[src/rtl/gpio_bank_pkg.sv]
// Shared constants and the register-kind type for the banked GPIO controller.
// Assumes at most six banks, split over two address groups of three banks.
package gpio_bank_pkg;
    localparam int WORD_W      = 32;
    localparam int BANK_PINS   = 32;
    localparam int ADDR_W      = 9;
    localparam int BANK_IDX_W  = 3;
    localparam int MAX_BANKS   = 6;
    localparam int GROUP_BANKS = 3;

    typedef enum logic [3:0] {
        RK_LEVEL,
        RK_DIR,
        RK_SET,
        RK_CLR,
        RK_RISE,
        RK_FALL,
        RK_STAT,
        RK_MASK,
        RK_NONE
    } reg_kind_e;
endpackage

[src/rtl/gpio_addr_decode.sv]
// Address decoder: turns a byte address into (hit, bank index, register kind).
// Each kind owns three consecutive words per group, and the upper group
// starts at 0x100. Assumes ADDR_W of 9 and NUM_BANKS no larger than MAX_BANKS.
module gpio_addr_decode
    import gpio_bank_pkg::*;
#(
    parameter int NUM_BANKS = 4
) (
    input  logic [ADDR_W-1:0]     addr,
    output logic                  hit,
    output logic [BANK_IDX_W-1:0] bank_idx,
    output reg_kind_e             kind
);
    localparam int KIND_WORDS = 7 * GROUP_BANKS;     // words 0..20
    localparam int MASK_WORD  = 39;                  // 0x9C >> 2

    logic [5:0]            word;
    logic [1:0]            sub;
    logic [3:0]            type_idx;
    logic [BANK_IDX_W-1:0] bank_full;
    reg_kind_e             kind_raw;

    // Split the in-group word index into kind and bank-within-group.
    always_comb begin
        word     = addr[7:2];
        sub      = 2'd0;
        type_idx = 4'd0;
        kind_raw = RK_NONE;
        if (word < 6'(KIND_WORDS)) begin
            type_idx = 4'(word / 6'd3);
            sub      = 2'(word % 6'd3);
            case (type_idx)
                4'd0:    kind_raw = RK_LEVEL;
                4'd1:    kind_raw = RK_DIR;
                4'd2:    kind_raw = RK_SET;
                4'd3:    kind_raw = RK_CLR;
                4'd4:    kind_raw = RK_RISE;
                4'd5:    kind_raw = RK_FALL;
                4'd6:    kind_raw = RK_STAT;
                default: kind_raw = RK_NONE;
            endcase
        end else if (word >= 6'(MASK_WORD) && word < 6'(MASK_WORD + GROUP_BANKS)) begin
            sub      = 2'(word - 6'(MASK_WORD));
            kind_raw = RK_MASK;
        end
        bank_full = addr[8] ? (3'(GROUP_BANKS) + {1'b0, sub}) : {1'b0, sub};
    end

    assign hit      = (addr[1:0] == 2'b00) && (kind_raw != RK_NONE)
                      && (bank_full < 3'(NUM_BANKS));
    assign bank_idx = bank_full;
    assign kind     = hit ? kind_raw : RK_NONE;
endmodule

[src/rtl/gpio_sync.sv]
// Two-flop synchronizer for a vector of asynchronous pin inputs.
// Assumes each bit is independent, so no multi-bit coherence is needed.
module gpio_sync #(
    parameter int WIDTH = 32
) (
    input  logic             clk,
    input  logic             rst_n,
    input  logic [WIDTH-1:0] d,
    output logic [WIDTH-1:0] q
);
    logic [WIDTH-1:0] meta_q;

    // Shift the raw inputs through two stages.
    always_ff @(posedge clk) begin
        if (!rst_n) begin
            meta_q <= '0;
            q      <= '0;
        end else begin
            meta_q <= d;
            q      <= meta_q;
        end
    end
endmodule

[src/rtl/gpio_bank.sv]
// One bank of pins: output level, direction, edge enables, sticky status
// and interrupt mask, plus the read mux for its registers.
// Assumes pin_lvl is already synchronized and that wr_sel is high only
// when this bank is addressed by a decoded write.
module gpio_bank
    import gpio_bank_pkg::*;
#(
    parameter int NPINS = 32
) (
    input  logic              clk,
    input  logic              rst_n,
    input  logic              wr_sel,
    input  reg_kind_e         kind,
    input  logic [NPINS-1:0]  wdata,
    input  logic [NPINS-1:0]  pin_lvl,
    output logic [WORD_W-1:0] rd_word,
    output logic [NPINS-1:0]  out_lvl,
    output logic [NPINS-1:0]  out_en,
    output logic              pend
);
    logic [NPINS-1:0] out_q, dir_q, rise_q, fall_q, stat_q, mask_q, prev_q;
    logic [NPINS-1:0] edge_hit, clr_bits;

    // Rising and falling events, each gated by its own enable.
    assign edge_hit = (pin_lvl & ~prev_q & rise_q) | (~pin_lvl & prev_q & fall_q);
    assign clr_bits = (wr_sel && kind == RK_STAT) ? wdata : '0;

    // Remember the previous synchronized level for edge detection.
    always_ff @(posedge clk) begin
        if (!rst_n) prev_q <= '0;
        else        prev_q <= pin_lvl;
    end

    // Output level changes only through the set and clear words.
    always_ff @(posedge clk) begin
        if (!rst_n)                           out_q <= '0;
        else if (wr_sel && kind == RK_SET)    out_q <= out_q | wdata;
        else if (wr_sel && kind == RK_CLR)    out_q <= out_q & ~wdata;
    end

    // Plain read/write configuration words.
    always_ff @(posedge clk) begin
        if (!rst_n) begin
            dir_q  <= '0;
            rise_q <= '0;
            fall_q <= '0;
            mask_q <= '1;
        end else if (wr_sel) begin
            case (kind)
                RK_DIR:  dir_q  <= wdata;
                RK_RISE: rise_q <= wdata;
                RK_FALL: fall_q <= wdata;
                RK_MASK: mask_q <= wdata;
                default: ;
            endcase
        end
    end

    // Sticky status: write-one-to-clear, with a new event taking priority.
    always_ff @(posedge clk) begin
        if (!rst_n) stat_q <= '0;
        else        stat_q <= (stat_q & ~clr_bits) | edge_hit;
    end

    // Read mux, zero-extended to the bus width.
    always_comb begin
        case (kind)
            RK_LEVEL: rd_word = WORD_W'(pin_lvl);
            RK_DIR:   rd_word = WORD_W'(dir_q);
            RK_RISE:  rd_word = WORD_W'(rise_q);
            RK_FALL:  rd_word = WORD_W'(fall_q);
            RK_STAT:  rd_word = WORD_W'(stat_q);
            RK_MASK:  rd_word = WORD_W'(mask_q);
            default:  rd_word = '0;
        endcase
    end

    assign out_lvl = out_q;
    assign out_en  = dir_q;
    assign pend    = |(stat_q & mask_q);
endmodule

[src/rtl/gpio_banked_ctrl.sv]
// Top level of the banked GPIO controller: bus decode, pin synchronizer,
// one gpio_bank per bank, the registered read port and the combined interrupt.
// Assumes 1 <= NUM_BANKS <= 6 and 1 <= LAST_BANK_PINS <= 32.
module gpio_banked_ctrl
    import gpio_bank_pkg::*;
#(
    parameter int  NUM_BANKS      = 4,
    parameter int  LAST_BANK_PINS = 20,
    localparam int TOTAL_PINS     = BANK_PINS * (NUM_BANKS - 1) + LAST_BANK_PINS
) (
    input  logic                  clk,
    input  logic                  rst_n,
    input  logic                  bus_wr,
    input  logic                  bus_rd,
    input  logic [ADDR_W-1:0]     bus_addr,
    input  logic [WORD_W-1:0]     bus_wdata,
    output logic [WORD_W-1:0]     bus_rdata,
    input  logic [TOTAL_PINS-1:0] pin_in,
    output logic [TOTAL_PINS-1:0] pin_out,
    output logic [TOTAL_PINS-1:0] pin_oe,
    output logic                  irq
);
    logic                  dec_hit;
    logic [BANK_IDX_W-1:0] dec_bank;
    reg_kind_e             dec_kind;
    logic [TOTAL_PINS-1:0] pin_sync;
    logic [WORD_W-1:0]     bank_rd [NUM_BANKS];
    logic [NUM_BANKS-1:0]  pend_vec;
    logic [WORD_W-1:0]     sel_rd;
    logic                  pend_any;

    gpio_addr_decode #(.NUM_BANKS(NUM_BANKS)) u_dec (
        .addr     (bus_addr),
        .hit      (dec_hit),
        .bank_idx (dec_bank),
        .kind     (dec_kind)
    );

    gpio_sync #(.WIDTH(TOTAL_PINS)) u_sync (
        .clk   (clk),
        .rst_n (rst_n),
        .d     (pin_in),
        .q     (pin_sync)
    );

    for (genvar b = 0; b < NUM_BANKS; b++) begin : g_bank
        localparam int NP = (b == NUM_BANKS - 1) ? LAST_BANK_PINS : BANK_PINS;
        logic wr_sel;
        assign wr_sel = bus_wr && dec_hit && (dec_bank == BANK_IDX_W'(b));

        gpio_bank #(.NPINS(NP)) u_bank (
            .clk     (clk),
            .rst_n   (rst_n),
            .wr_sel  (wr_sel),
            .kind    (dec_kind),
            .wdata   (bus_wdata[NP-1:0]),
            .pin_lvl (pin_sync[b*BANK_PINS +: NP]),
            .rd_word (bank_rd[b]),
            .out_lvl (pin_out[b*BANK_PINS +: NP]),
            .out_en  (pin_oe[b*BANK_PINS +: NP]),
            .pend    (pend_vec[b])
        );
    end

    // Pick the read word of the addressed bank.
    always_comb begin
        sel_rd = '0;
        for (int b = 0; b < NUM_BANKS; b++) begin
            if (dec_bank == BANK_IDX_W'(b)) sel_rd = bank_rd[b];
        end
    end

    assign pend_any = |pend_vec;

    // Register the read data; zero when no decoded read was issued.
    always_ff @(posedge clk) begin
        if (!rst_n)                 bus_rdata <= '0;
        else if (bus_rd && dec_hit) bus_rdata <= sel_rd;
        else                        bus_rdata <= '0;
    end

    // Register the combined interrupt level.
    always_ff @(posedge clk) begin
        if (!rst_n) irq <= 1'b0;
        else        irq <= pend_any;
    end
endmodule

[config.mk]
export PLATFORM = sky130hd
export DESIGN_NAME = gpio_banked_ctrl
export DESIGN_NICKNAME = d
export VERILOG_FILES = /design/src/rtl/gpio_bank_pkg.sv /design/src/rtl/gpio_addr_decode.sv /design/src/rtl/gpio_sync.sv /design/src/rtl/gpio_bank.sv /design/src/rtl/gpio_banked_ctrl.sv
export SDC_FILE = /design/constraint.sdc
export NUM_CORES = 2
export LEC_CHECK = 0
export CAP_MARGIN = 20
export CORE_MARGIN = 3
export CORE_UTILIZATION = 45
export CTS_BUF_LIST = sky130_fd_sc_hd__clkbuf_8
export CTS_CLUSTER_SIZE = 40
export DETAILED_ROUTE_END_ITERATION = 6
export PLACE_DENSITY = 0.61
export SYNTH_ARGS = -nofsm -noshare
export SYNTH_HDL_FRONTEND = slang
export SYNTH_HIERARCHICAL = 1
export SYNTH_SLANG_ARGS = --single-unit
[constraint.sdc]
create_clock -name clk -period 17.8 [get_ports clk]
set_input_delay 1.78 -clock clk [delete_from_list [all_inputs] [get_ports clk]]
set_output_delay 1.78 -clock clk [all_outputs]
set_load 0.01 [all_outputs]
Word-level counts from Yosys, hierarchy flattened. Index checks and enable logic that the tools add are counted.

Multiplexer cells: 27. Magnitude comparators: 4. Reductions and logical operators: 47. $add $sub $neg: 2. Bitwise logic cells: 54. Div/mod/pow operators: 2. Eq/ne operators: 17.

Operators by type and width (number): 32-bit bitwise AND (21); 32-bit case mux with 6 select lines (3); 32-bit two-way mux (13); 32-bit inverter (10); 32-bit bitwise OR (9); 20-bit bitwise AND (7); 20-bit case mux with 6 select lines (1); 116-bit OR reduction (1); 20-bit inverter (4); 20-bit two-way mux (3); 20-bit bitwise OR (3); 2-bit AND reduction (17); 4-bit by 3-bit equality test with 1-bit output (second input constant) (7); 4-bit case mux with 7 select lines (1); 1-bit logical AND (21); 4-bit by 2-bit equality test with 1-bit output (second input constant) (4); 4-bit two-way mux (3); 4-bit by 1-bit equality test with 1-bit output (second input constant) (2); 4-bit logical NOT (2); 2-bit nonzero test (4); 6-bit by 2-bit divider with 6-bit output (second input constant) (1); 3-bit by 2-bit equality test with 1-bit output (second input constant) (2); 6-bit greater-or-equal comparator (second input constant) (1); 6-bit by 5-bit less-than comparator with 1-bit output (second input constant) (1); other kinds (11) (12).

Register bits after elaboration: 1077. Logic and storage cells: 185. Input port bits: 161.

Depth between registers and ports, before layout.
Word-level depth: 15. Gate-level depth with buffers: 28.

By module. Netlist, hierarchy kept.

By module, submodules not included: gpio_bank (g_bank[0].u_bank ...) (sequential area each 4484.3 µm², area an instance 9839.4 µm², cells an instance 1175, times used 3); gpio_sync (sequential area each 4644.5 µm², area an instance 6346.1 µm², cells an instance 489, times used 1); gpio_bank (g_bank[3].u_bank) (sequential area each 2802.7 µm², area an instance 5899.4 µm², cells an instance 736, times used 1); gpio_banked_ctrl (sequential area each 660.6 µm², area an instance 2140.8 µm², cells an instance 197, times used 1); gpio_addr_decode (sequential area each 0.0 µm², area an instance 750.7 µm², cells an instance 100, times used 1).

Least setup slack after synthesis. OpenSTA, ideal clock, no wires.

Kind: input-to-reg. Start: in bus_addr[5]. End: reg bus_rdata[16]. Library setup time: 0.112 ns. Path slack: 10.318 ns. Stages on the path: 24. Arrival time: 7.370 ns. Data required time: 17.688 ns. Cell sequence: buf_4 -> and2b_1 -> a211oi_1 -> nor2_1 -> ha_1 -> inv_1 -> o221ai_2 -> a21o_4 -> xnor2_1 -> ha_1 -> o21a_1 -> a221oi_2 -> o221ai_2 -> a22oi_1 -> ha_1 -> nor2_1 -> or4_4 -> nor2_1 -> and4bb_2 -> clkbuf_1 -> a22oi_1 -> nand3_1 -> and4bb_2 -> a2111oi_1.

RTL lines: start: declaration (RTL line gpio_banked_ctrl.sv:15) `input logic [ADDR_W-1:0] bus_addr,`; end signal: assignment (RTL line gpio_banked_ctrl.sv:78) `else if (bus_rd && dec_hit) bus_rdata <= sel_rd;`; end: declaration (RTL line gpio_banked_ctrl.sv:17) `output logic [WORD_W-1:0] bus_rdata,`.

==> results.json <==
{
  "status": "finished, violations left",
  "violations": "design-rule violations",
  "whs_ps": 417,
  "finalCritPeriodShare": 0.558,
  "htree_levels": 4,
  "clock.fmax_mhz": 101,
  "hold_depth": 1,
  "r2r_slack_ps": 15350,
  "cts.clk_slew.worst_paths_ps": 60,
  "reg2reg_depth": 4,
  "synth_top_family_by_area": "compound AO/OA/AOI/OAI gates",
  "worst_hold_path_type": "register to register",
  "synth_edf_count": 0,
  "area_growth_pct": 17.5,
  "post_cts_resized": 0,
  "synth-compound-area-share": 0.250,
  "die_y_um": 321,
  "vias": 41600,
  "routed_wl_um": 175000,
  "vias_per_cell": 6.24,
  "syn_inst": 5047,
  "die_area_sq_um": 103000,
  "tightest_slew_ps": 1390,
  "synth_xor_xnor_area_share": 0.000981,
  "ys_seq_area_frac": 0.483,
  "syn-mean-instance-area_sq_um": 8.85,
  "grt_pass1_vias": 38000,
  "tns_ps": 0,
  "rsz0062_at_grt": "no",
  "final_nets": 5435,
  "worstSetupEndpointType": "register",
  "final_area_sq_um": 52500,
  "ys_ff_latch": 1077,
  "fin_crit_ps": 9930,
  "ant_nets": 0,
  "antenna_found_initial": 7,
  "vdd_drop_max_mv": 0.0507,
  "yosysWarnings": 6,
  "clock-sinks": 1077,
  "die_x_um": 321,
  "r2r_end": "irq",
  "tritoncts": "yes",
  "cts.path.max_buffers": 3,
  "synth_top_area_share": 0.483,
  "leakage_nw": 18.3,
  "synth_area_leaders": "dfxtp_1 48%, a22oi_1 6.7%, nand3_1 6.1%",
  "synth_flop_cell": "dfxtp_1",
  "io_buffers": 425,
  "finalClockSkew_ps": 39.4,
  "grt_max_degree": 164,
  "p_per_area_nw_per_um2": 94.1,
  "post-dp-hpwl_um": 106000,
  "ys_types": 76,
  "drtIter0Drc": 5467,
  "yosysTopAreaCell": "dfxtp_1",
  "placed_cell_area_sq_um": 49000,
  "hp-start": "u_sync/meta_q[36]",
  "yosys-top-cells-count": "1077 x dfxtp_1, 542 x nand3_1, 490 x a21oi_1",
  "fp-row-count": 114,
  "synth.most_common_cell": "dfxtp_1",
  "clk_latency_ps": 860,
  "async_flop_share": 0,
  "critPathMostFrequentCell": "buf_4",
  "path_class": "input port to register",
  "syn-cell-area_sq_um": 44700,
  "r2r_start": "g_bank[1].u_bank/stat_q[3]",
  "drc": 7,
  "synthMuxAreaShare": 0.00748,
  "firstDrtPassIters": 7,
  "wl_per_cell_um": 26.3,
  "relSlewSlack": 0.0618,
  "grt_overflow": 0,
  "worstPathArrival_ps": 10580,
  "slowest_stage": "clkdlybuf4s50_1",
  "numCtsBuffers": 180,
  "ios": 426,
  "root_buffer": "clkbuf_8",
  "cts_setup_buffers": 0,
  "cts_hold_buf": 0,
  "setup_viol": 0,
  "max_cap_viol_count": 0,
  "grtUsageTotal": 0.326,
  "globalplace.congestion": 0.896,
  "synthAdderAreaFrac": 0.00196,
  "yosys.area_share.simple": 0.186,
  "start_util": 0.458,
  "slew_viol_final": 0,
  "path_max_fanout": 71,
  "core_sq_um": 97600,
  "holdPathEnd": "u_sync/q[36]",
  "cpPeakStageDelay_ps": 800,
  "required_ps": 18450,
  "drive_gt1_frac": 0.0788,
  "hold_violations": 0,
  "start_kind": "input port",
  "grt_pass1_wl_um": 257000
}
==> per-layer routing <==
layer | wire length, um | track usage | share of wire
met1 | 77100 | 0.475 | 0.44
met2 | 74100 | 0.470 | 0.42
met3 | 18700 | 0.0805 | 0.11
met4 | 5260 | 0.105 | 0.030
met5 | 36 | 0 | 0.00021
==> critical path: cells and delay by family <==
family	cells	cell delay [ps]
fa+ha+maj	3	830
buf+inv	6	3150
simple gates	7	2180
mux	1	710
compound gates	9	1700
xor+xnor	1	130
==> placed cells by master (no fill, tap or decap), types with 98 or more instances in the layout <==
master	Yosys	final
o21ai_1	144	144
nand3_1	542	542
a311oi_1	116	116
inv_1	204	262
nand2_1	291	291
a22oi_1	399	399
a21oi_1	490	490
a31oi_1	98	98
clkdlybuf4s50_1	0	404
and2_1	356	356
o21ai_0	262	262
clkbuf_8	0	223
dfxtp_1	1077	1077
nand3b_1	117	117
==> where the power goes <==
part / switching, mW / total [mW] / internal (mW)
combinational: 0.213 / 0.311 / 0.0974
sequential: 0.0234 / 2.47 / 2.44
clock: 1.01 / 2.16 / 1.15
==> stage by stage <==
step | setup slack, ps | power (mW) | util | cells
global route | 7440 | 5.09 | 0.538 | 6671
floorplan | 10320 | 2.66 | - | 5058
global placement | 7270 | 2.82 | 0.502 | 6358
detailed placement | 7230 | 2.82 | 0.502 | 6360
CTS | 8130 | 4.96 | 0.538 | 6668
finish | 7870 | 4.94 | 0.538 | 6672
==> cell type report <==
cell class	count	area, sq um
clock buffer	223	3070
antenna	3	7.51
multi-input combinational	3296	20200
clock inverter	85	433
tap	1276	1600
fill	9235	45100
inverter	210	800
sequential	1077	21600
timing repair buffer	502	4770
==> worst max path at each step <==
stage | end | slack, ps | from
floorplan | bus_rdata[16] | 10320 | bus_addr[5]
global placement | bus_rdata[18] | 7270 | bus_addr[6]
detailed placement | bus_rdata[18] | 7230 | bus_addr[6]
CTS | bus_rdata[18] | 8130 | bus_addr[6]
global route | bus_rdata[29] | 7440 | bus_addr[6]
finish | bus_rdata[18] | 7870 | bus_addr[6]
==> cell families (layout without fill, tap and decap cells) <==
kind of cell	count (synthesis)	after routing
compound gates	1760	1760
xor+xnor	5	5
fa+ha+maj	7	7
buf+inv	685	1020
flops	1077	1077
mux	33	33
other cells	1	15
simple gates	1479	1479
Power figures use the tool's default switching activity.
